## src/rtl/pgs_pkg.sv

```systemverilog
package pgs_pkg;

    // Sequencer phase encoding seen on phase_i
    localparam logic [2:0] PH_OFF       = 3'd0;
    localparam logic [2:0] PH_SOFTSTART = 3'd1;
    localparam logic [2:0] PH_BOOT      = 3'd2;
    localparam logic [2:0] PH_REGULATE  = 3'd3;
    localparam logic [2:0] PH_SOFTSTOP  = 3'd4;

    typedef enum logic [2:0] {
        ST_OFF,
        ST_SOFTSTART,
        ST_BOOT,
        ST_WAIT,
        ST_WATCH,
        ST_FORCED,
        ST_SOFTSTOP
    } sup_state_e;

    // Codes 5..7 are unused and behave as off
    function automatic logic phase_is_off(input logic [2:0] ph);
        return !(ph == PH_SOFTSTART || ph == PH_BOOT ||
                 ph == PH_REGULATE  || ph == PH_SOFTSTOP);
    endfunction

endpackage

```

## src/rtl/pgs_hold_timer.sv

```systemverilog
// Forces the outputs while a transition is active and for HOLD_CYC edges after it ends.
module pgs_hold_timer #(
    parameter int unsigned HOLD_CYC = 2500
) (
    input  logic clk,
    input  logic rst_n,
    input  logic clear_i,
    input  logic slew_i,
    output logic busy_o
);
    localparam int unsigned CW = $clog2(HOLD_CYC + 1);
    localparam logic [CW-1:0] LOAD = CW'(HOLD_CYC);

    logic [CW-1:0] cnt_q;

    always_ff @(posedge clk or negedge rst_n) begin
        if (!rst_n) begin
            cnt_q <= '0;
        end else if (clear_i) begin
            cnt_q <= '0;
        end else if (slew_i) begin
            cnt_q <= LOAD;              // restart on every active cycle
        end else if (cnt_q != '0) begin
            cnt_q <= cnt_q - 1'b1;
        end
    end

    assign busy_o = slew_i || (cnt_q != '0);

endmodule

```

## src/rtl/pgs_startup_timer.sv

```systemverilog
// Power-good startup delay: starts when clock-enable first goes low, runs once per power-up.
module pgs_startup_timer #(
    parameter int unsigned DELAY_CYC = 625000
) (
    input  logic clk,
    input  logic rst_n,
    input  logic clear_i,
    input  logic clken_low_i,
    output logic done_o
);
    localparam int unsigned CW = $clog2(DELAY_CYC + 1);
    localparam logic [CW-1:0] LAST = CW'(DELAY_CYC - 1);

    logic [CW-1:0] cnt_q;
    logic          done_q;
    logic          running;

    assign running = !done_q && ((cnt_q != '0) || clken_low_i);

    always_ff @(posedge clk or negedge rst_n) begin
        if (!rst_n) begin
            cnt_q  <= '0;
            done_q <= 1'b0;
        end else if (clear_i) begin
            cnt_q  <= '0;
            done_q <= 1'b0;
        end else if (running) begin
            cnt_q  <= cnt_q + 1'b1;
            done_q <= (cnt_q == LAST);
        end
    end

    assign done_o = done_q;

endmodule

```

## src/rtl/pgs_upper_mask.sv

```systemverilog
// Upper-threshold blanking after downward transitions in skip mode.
module pgs_upper_mask (
    input  logic clk,
    input  logic rst_n,
    input  logic clear_i,
    input  logic slew_i,
    input  logic down_i,
    input  logic skip_i,
    input  logic forced_i,
    input  logic lo_ok_i,
    input  logic hi_ok_i,
    output logic mask_o
);
    logic mask_q;

    always_ff @(posedge clk or negedge rst_n) begin
        if (!rst_n) begin
            mask_q <= 1'b0;
        end else if (clear_i) begin
            mask_q <= 1'b0;
        end else if (slew_i && down_i && skip_i) begin
            mask_q <= 1'b1;
        end else if (!forced_i && lo_ok_i && hi_ok_i) begin
            mask_q <= 1'b0;
        end
    end

    assign mask_o = mask_q;

endmodule

```

## src/rtl/pg_clken_supervisor.sv

```systemverilog
module pg_clken_supervisor
    import pgs_pkg::*;
#(
    parameter int unsigned HOLD_CYC  = 2500,
    parameter int unsigned DELAY_CYC = 625000
) (
    input  logic       clk,
    input  logic       rst_n,
    input  logic [2:0] phase_i,
    input  logic       slew_active_i,
    input  logic       slew_down_i,
    input  logic       skip_mode_i,
    input  logic       win_lo_ok_i,
    input  logic       win_hi_ok_i,
    output logic       clk_en_n_o,
    output logic       pg_release_o
);
    sup_state_e state_q, state_d;
    logic       in_reg_q;
    logic       is_off;
    logic       forced;
    logic       delay_done;
    logic       mask;
    logic       in_reg;

    assign is_off = phase_is_off(phase_i);
    assign in_reg = win_lo_ok_i && (win_hi_ok_i || mask);

    pgs_hold_timer #(.HOLD_CYC(HOLD_CYC)) u_hold (
        .clk     (clk),
        .rst_n   (rst_n),
        .clear_i (is_off),
        .slew_i  (slew_active_i),
        .busy_o  (forced)
    );

    pgs_startup_timer #(.DELAY_CYC(DELAY_CYC)) u_delay (
        .clk         (clk),
        .rst_n       (rst_n),
        .clear_i     (is_off),
        .clken_low_i (!clk_en_n_o),
        .done_o      (delay_done)
    );

    pgs_upper_mask u_mask (
        .clk      (clk),
        .rst_n    (rst_n),
        .clear_i  (is_off),
        .slew_i   (slew_active_i),
        .down_i   (slew_down_i),
        .skip_i   (skip_mode_i),
        .forced_i (forced),
        .lo_ok_i  (win_lo_ok_i),
        .hi_ok_i  (win_hi_ok_i),
        .mask_o   (mask)
    );

    always_comb begin
        unique case (phase_i)
            PH_SOFTSTART: state_d = ST_SOFTSTART;
            PH_BOOT:      state_d = ST_BOOT;
            PH_SOFTSTOP:  state_d = ST_SOFTSTOP;
            PH_REGULATE: begin
                if (forced)           state_d = ST_FORCED;
                else if (!delay_done) state_d = ST_WAIT;
                else                  state_d = ST_WATCH;
            end
            default:      state_d = ST_OFF;
        endcase
    end

    always_ff @(posedge clk or negedge rst_n) begin
        if (!rst_n) begin
            state_q  <= ST_OFF;
            in_reg_q <= 1'b0;
        end else begin
            state_q  <= state_d;
            in_reg_q <= in_reg;
        end
    end

    always_comb begin
        unique case (state_q)
            ST_BOOT, ST_WAIT: begin
                clk_en_n_o   = !in_reg_q;
                pg_release_o = 1'b0;
            end
            ST_WATCH: begin
                clk_en_n_o   = !in_reg_q;
                pg_release_o = in_reg_q;
            end
            ST_FORCED: begin
                clk_en_n_o   = 1'b0;
                pg_release_o = 1'b1;
            end
            default: begin
                clk_en_n_o   = 1'b1;
                pg_release_o = 1'b0;
            end
        endcase
    end

endmodule

```

## config.mk

```make
export PLATFORM = sky130hd
export DESIGN_NAME = pg_clken_supervisor
export DESIGN_NICKNAME = d
export VERILOG_FILES = /design/src/rtl/pgs_pkg.sv /design/src/rtl/pgs_hold_timer.sv /design/src/rtl/pgs_startup_timer.sv /design/src/rtl/pgs_upper_mask.sv /design/src/rtl/pg_clken_supervisor.sv
export SDC_FILE = /design/constraint.sdc
export NUM_CORES = 1
export LEC_CHECK = 0
export ABC_AREA = 1
export CAP_MARGIN = 20
export CORE_MARGIN = 5
export CORE_UTILIZATION = 50
export CTS_BUF_LIST = sky130_fd_sc_hd__clkbuf_8 sky130_fd_sc_hd__clkbuf_16
export CTS_CLUSTER_DIAMETER = 30
export DETAILED_ROUTE_END_ITERATION = 8
export PLACE_DENSITY = 0.68
export SYNTH_ARGS = -nofsm -noshare
export SYNTH_HDL_FRONTEND = slang
export SYNTH_HIERARCHICAL = 1
export SYNTH_SLANG_ARGS = --single-unit
```

## constraint.sdc

```tcl
create_clock -name clk -period 2.5 [get_ports clk]
set_clock_uncertainty 0.15 [all_clocks]
set_input_delay 0.5 -clock clk [delete_from_list [all_inputs] [get_ports clk]]
set_output_delay 0.5 -clock clk [all_outputs]
set_load 0.03 [all_outputs]
```

==> reports/metrics.csv, run 1 <==
stage,metric,value,unit
sta,rsz0062_at_grt,no,
worst_setup_path,startpoint_type,flip-flop,
worst_setup_path,r2r_start,u_delay/cnt_q[0],
synth,ys_seq_area_frac,0.3736,
synth,synth_cells,363,
synth,syn-cell-area,2545,sq um
floorplan,die_w,81.35,um
grt,grt_max_degree,16,
placed_design,numPortBuffers,11,
route,route.antenna.remaining_nets,0,
worst_setup_path,critical_path_arrival,1.62,ns
synth,ys.flop_type,dfrtp_1,
cts,clk_pin_slew,0.08,ns
route,routed_wl,5.516,mm
worst_setup_path,r2r_end,u_delay/done_o,
sta,fin_crit_sh,0.9091,
sta,clock.fmax,440.0,MHz
synth,synth-edff-count,0,
route,routedWlPerCell,12.18,um
route,drtIter0Drc,140,
floorplan,die_area,6617,sq um
job,drv_cap,0,
sta,worstMarginPinSlew,0.3529,ns
layout,diodes,0,
sta,hold_viol_final,0,
cts,cts-root-buf,clkbuf_8,
worst_setup_path,required,1.85,ns
sta,fin_crit,2.273,ns
route,route.detailed.drc,0,
worst_setup_path,slowest_delay,0.65,ns
placed_design,place.detailed.hpwl,4.224,mm
cts,cts_resized,0,
floorplan,core_area,5010,sq um
hold_path,hold_depth,2,
floorplan,rows,26,
hold_path,hold_path_class,reg2reg,
worst_setup_path,worst-setup-path-type,reg2out,
synth,netlist-cell-type-count,31,
layout,final_util,0.5759,
synth,ys_async_sr_fraction,1.000,
floorplan,boundaryPins,12,
worst_setup_path,path_cells,"nor2_1, o21ai_2, inv_1, clkdlybuf4s50_1",
floorplan,start_util,0.5080,
cts,numCtsBuffers,5,
grt,first_global_vias,2133,
route,via_per_inst,5.046,
grt,grt_pass1_wl,9.873,mm
route,drt_pass1_iterations,4,
grt,grt_use_total,0.1916,
hold_path,min_to,u_hold/cnt_q[1],
sta,relSlewSlack,0.7626,
layout,final_nets,396,
grt,overflow,0,
synth,syn_area_per_cell,7.011,sq um
pwr,p_leak,1.445,nW
worst_setup_path,worst_r2r_path_depth,12,
outcome,status,completed,
layout,final_design_area_no_fill,2885,sq um
sta,setup_violations,0,
cts,clk_path_buf_depth,2,
cts,cts_tree,done,
cts,numClockSinks,38,
layout,area_delta_synth_final,13.37,%
pwr,powerDensity,695.1,nW/um^2
cts,clock_latency,0.29,ns
sta,drv_slew,0,
pwr,ir_worst_vdd,0.2907,mV
worst_setup_path,cp_max_fo,2,
route,vias,2286,
worst_setup_path,slowest_stage,clkdlybuf4s50_1,
cts,cts-htree-levels,2,
worst_setup_path,ff2ff_setup_slack,0.42,ns
worst_setup_path,cp-end-kind,output pin,
grt,grt_antenna_before_repair,0,
placed_design,gp_congestion,0.9165,
placed_design,place_area,2733,sq um
synth,syn-num-nets,377,
synth,ys.warnings.count,6,
synth,synth_seq_cells,38,
layout,drive_above_1_share,0.1227,
sta,setup_tns,0,ns
floorplan,die_h,81.35,um
hold_path,min_from,u_hold/cnt_q[1],
logic make-up (layout without fill, tap and decap cells):
family | count (synthesis) | after routing | share of synthesized area
xor gates and xnor gates | 9 | 9 | 0.03098
AOI/OAI and AO/OA | 23 | 23 | 0.05752
adders and majority gates | 4 | 4 | 0.01967
DFF | 38 | 38 | 0.3736
and+or+nand+nor | 236 | 236 | 0.4302
buffers and inverters | 53 | 73 | 0.08799
timing repair:
item                      in CTS  in global routing
hold buffers                   1                  0
hold endpoints to repair      12                  0
setup buffers                  0                  0
synthesized netlist by cell type (2+ instances only):
| cell type | number | area, sq um |
|---|---|---|
| nand2_1 | 105 | 394.1 |
| nor2_1 | 58 | 217.7 |
| inv_1 | 43 | 161.4 |
| dfrtp_1 | 38 | 950.9 |
| nand3_1 | 31 | 155.2 |
| o21ai_0 | 11 | 55.05 |
| nand4_1 | 10 | 62.56 |
| xor2_1 | 9 | 78.83 |
| o21ai_2 | 6 | 52.55 |
| nor2_2 | 5 | 31.28 |
| ha_1 | 4 | 50.05 |
| inv_2 | 4 | 15.01 |
| nand2_2 | 4 | 25.02 |
| nand2_4 | 4 | 45.04 |
| nand3b_1 | 4 | 30.03 |
| nor2_4 | 4 | 45.04 |
| nor3_1 | 4 | 20.02 |
| buf_6 | 3 | 33.78 |
| a21oi_1 | 2 | 10.01 |
| nand3_2 | 2 | 20.02 |
| nor4_1 | 2 | 12.51 |
registers in the layout, summed over array words and instances, names as in the netlist:
signal and count:
u_delay/cnt_q 20, state_q 3, in_reg_q 1, u_delay/done_o 1
u_mask/mask_o 1, u_hold/cnt_q 12
routing by layer:
| layer | track usage | vias up | routed length, um |
|---|---|---|---|
| li1 | - | 1180 | - |
| met1 | 0.2571 | 1061 | 2614 |
| met2 | 0.3094 | 37 | 2658 |
| met3 | 0.04213 | 8 | 179 |
| met4 | 0.05405 | 0 | 64 |
| met5 | 0 | - | 0 |
placed cells by master, fill, tap and decap left out, drive strengths merged, types with 2 or more instances in the layout:
| master | instances |
|---|---|
| a21oi | 3 |
| buf | 6 |
| bufinv | 2 |
| clkbuf | 6 |
| clkdlybuf4s50 | 10 |
| dfrtp | 38 |
| ha | 4 |
| inv | 47 |
| nand2 | 113 |
| nand3 | 34 |
| nand3b | 4 |
| nand4 | 10 |
| nor2 | 67 |
| nor3 | 4 |
| nor4 | 2 |
| o21ai | 18 |
| xor2 | 9 |
critical path: cells and delay by family, from the launching register on:
family                 cells  cell delay, ns
and+or+nand+nor            1            0.15
buffers and inverters      2            0.70
DFF                        1            0.38
AOI/OAI and AO/OA          1            0.09
through the flow:
step           instances  setup slack (ns)  hold slack (ns)  power [mW]
2_1_floorplan        363            0.5604          0.05441       1.218
3_3_place_gp         444            0.1489           0.2645       1.356
3_5_place_dp         444            0.1152           0.2677       1.365
4_1_cts              453            0.2064           0.3546       2.025
5_1_grt              453            0.1464           0.3822       2.129
6_report             453            0.2273           0.3557       2.006
power breakdown:
part	internal, mW	switching (mW)
Clock	0.426	0.227
Sequential	0.669	0.0518
Combinational	0.200	0.432
Total	1.29	0.711
worst max-delay path by stage:
stage / start / end / slack (ns) / depth (start not counted)
after detailed placement: phase_i[1] / u_delay/done_o / 0.12 / 8
after global placement: phase_i[1] / u_delay/done_o / 0.15 / 8
after CTS: in_reg_q / clk_en_n_o / 0.21 / 4
final: in_reg_q / clk_en_n_o / 0.23 / 4
after floorplan: phase_i[1] / u_delay/cnt_q[8] / 0.56 / 9
after global routing: in_reg_q / clk_en_n_o / 0.15 / 4
final cells by class:
| class | count | area [sq um] |
|---|---|---|
| fill | 494 | 2125 |
| sequential | 38 | 950.9 |
| inverter | 48 | 181.4 |
| clock inverter | 2 | 60.06 |
| timing repair buffer | 17 | 152.6 |
| tap | 70 | 87.58 |
| clock buffer | 6 | 82.58 |
| multi-input combinational | 272 | 1370 |
Note: power is estimated with default switching activity, not from simulation.
==> run 2, diff against run 1 <==
--- a/config.mk
+++ b/config.mk
@@ -9,7 +9,6 @@
 export CAP_MARGIN = 20
 export CORE_MARGIN = 5
 export CORE_UTILIZATION = 50
-export CTS_BUF_LIST = sky130_fd_sc_hd__clkbuf_8 sky130_fd_sc_hd__clkbuf_16
 export CTS_CLUSTER_DIAMETER = 30
 export DETAILED_ROUTE_END_ITERATION = 8
 export PLACE_DENSITY = 0.68
==> results of run 2 <==
The final DEF is identical to that of run 1; final timing and power are the same.
==> run 3, diff against run 2 <==
==> constraint.sdc (replaced) <==
create_clock -name clk -period 2.5 [get_ports clk]
set_clock_uncertainty 0.15 [all_clocks]
set_input_delay 0.5 -clock clk [delete_from_list [all_inputs] [get_ports clk]]
set_output_delay 0.5 -clock clk [all_outputs]
set_load 0.01 [all_outputs]
==> results of run 3 <==
Same layout as run 1 (identical final DEF). Status: completed.
Main changes from that run: setup slack after layout 0.2273 ns -> 0.3619 ns; total power 2.006 mW -> 2.002 mW
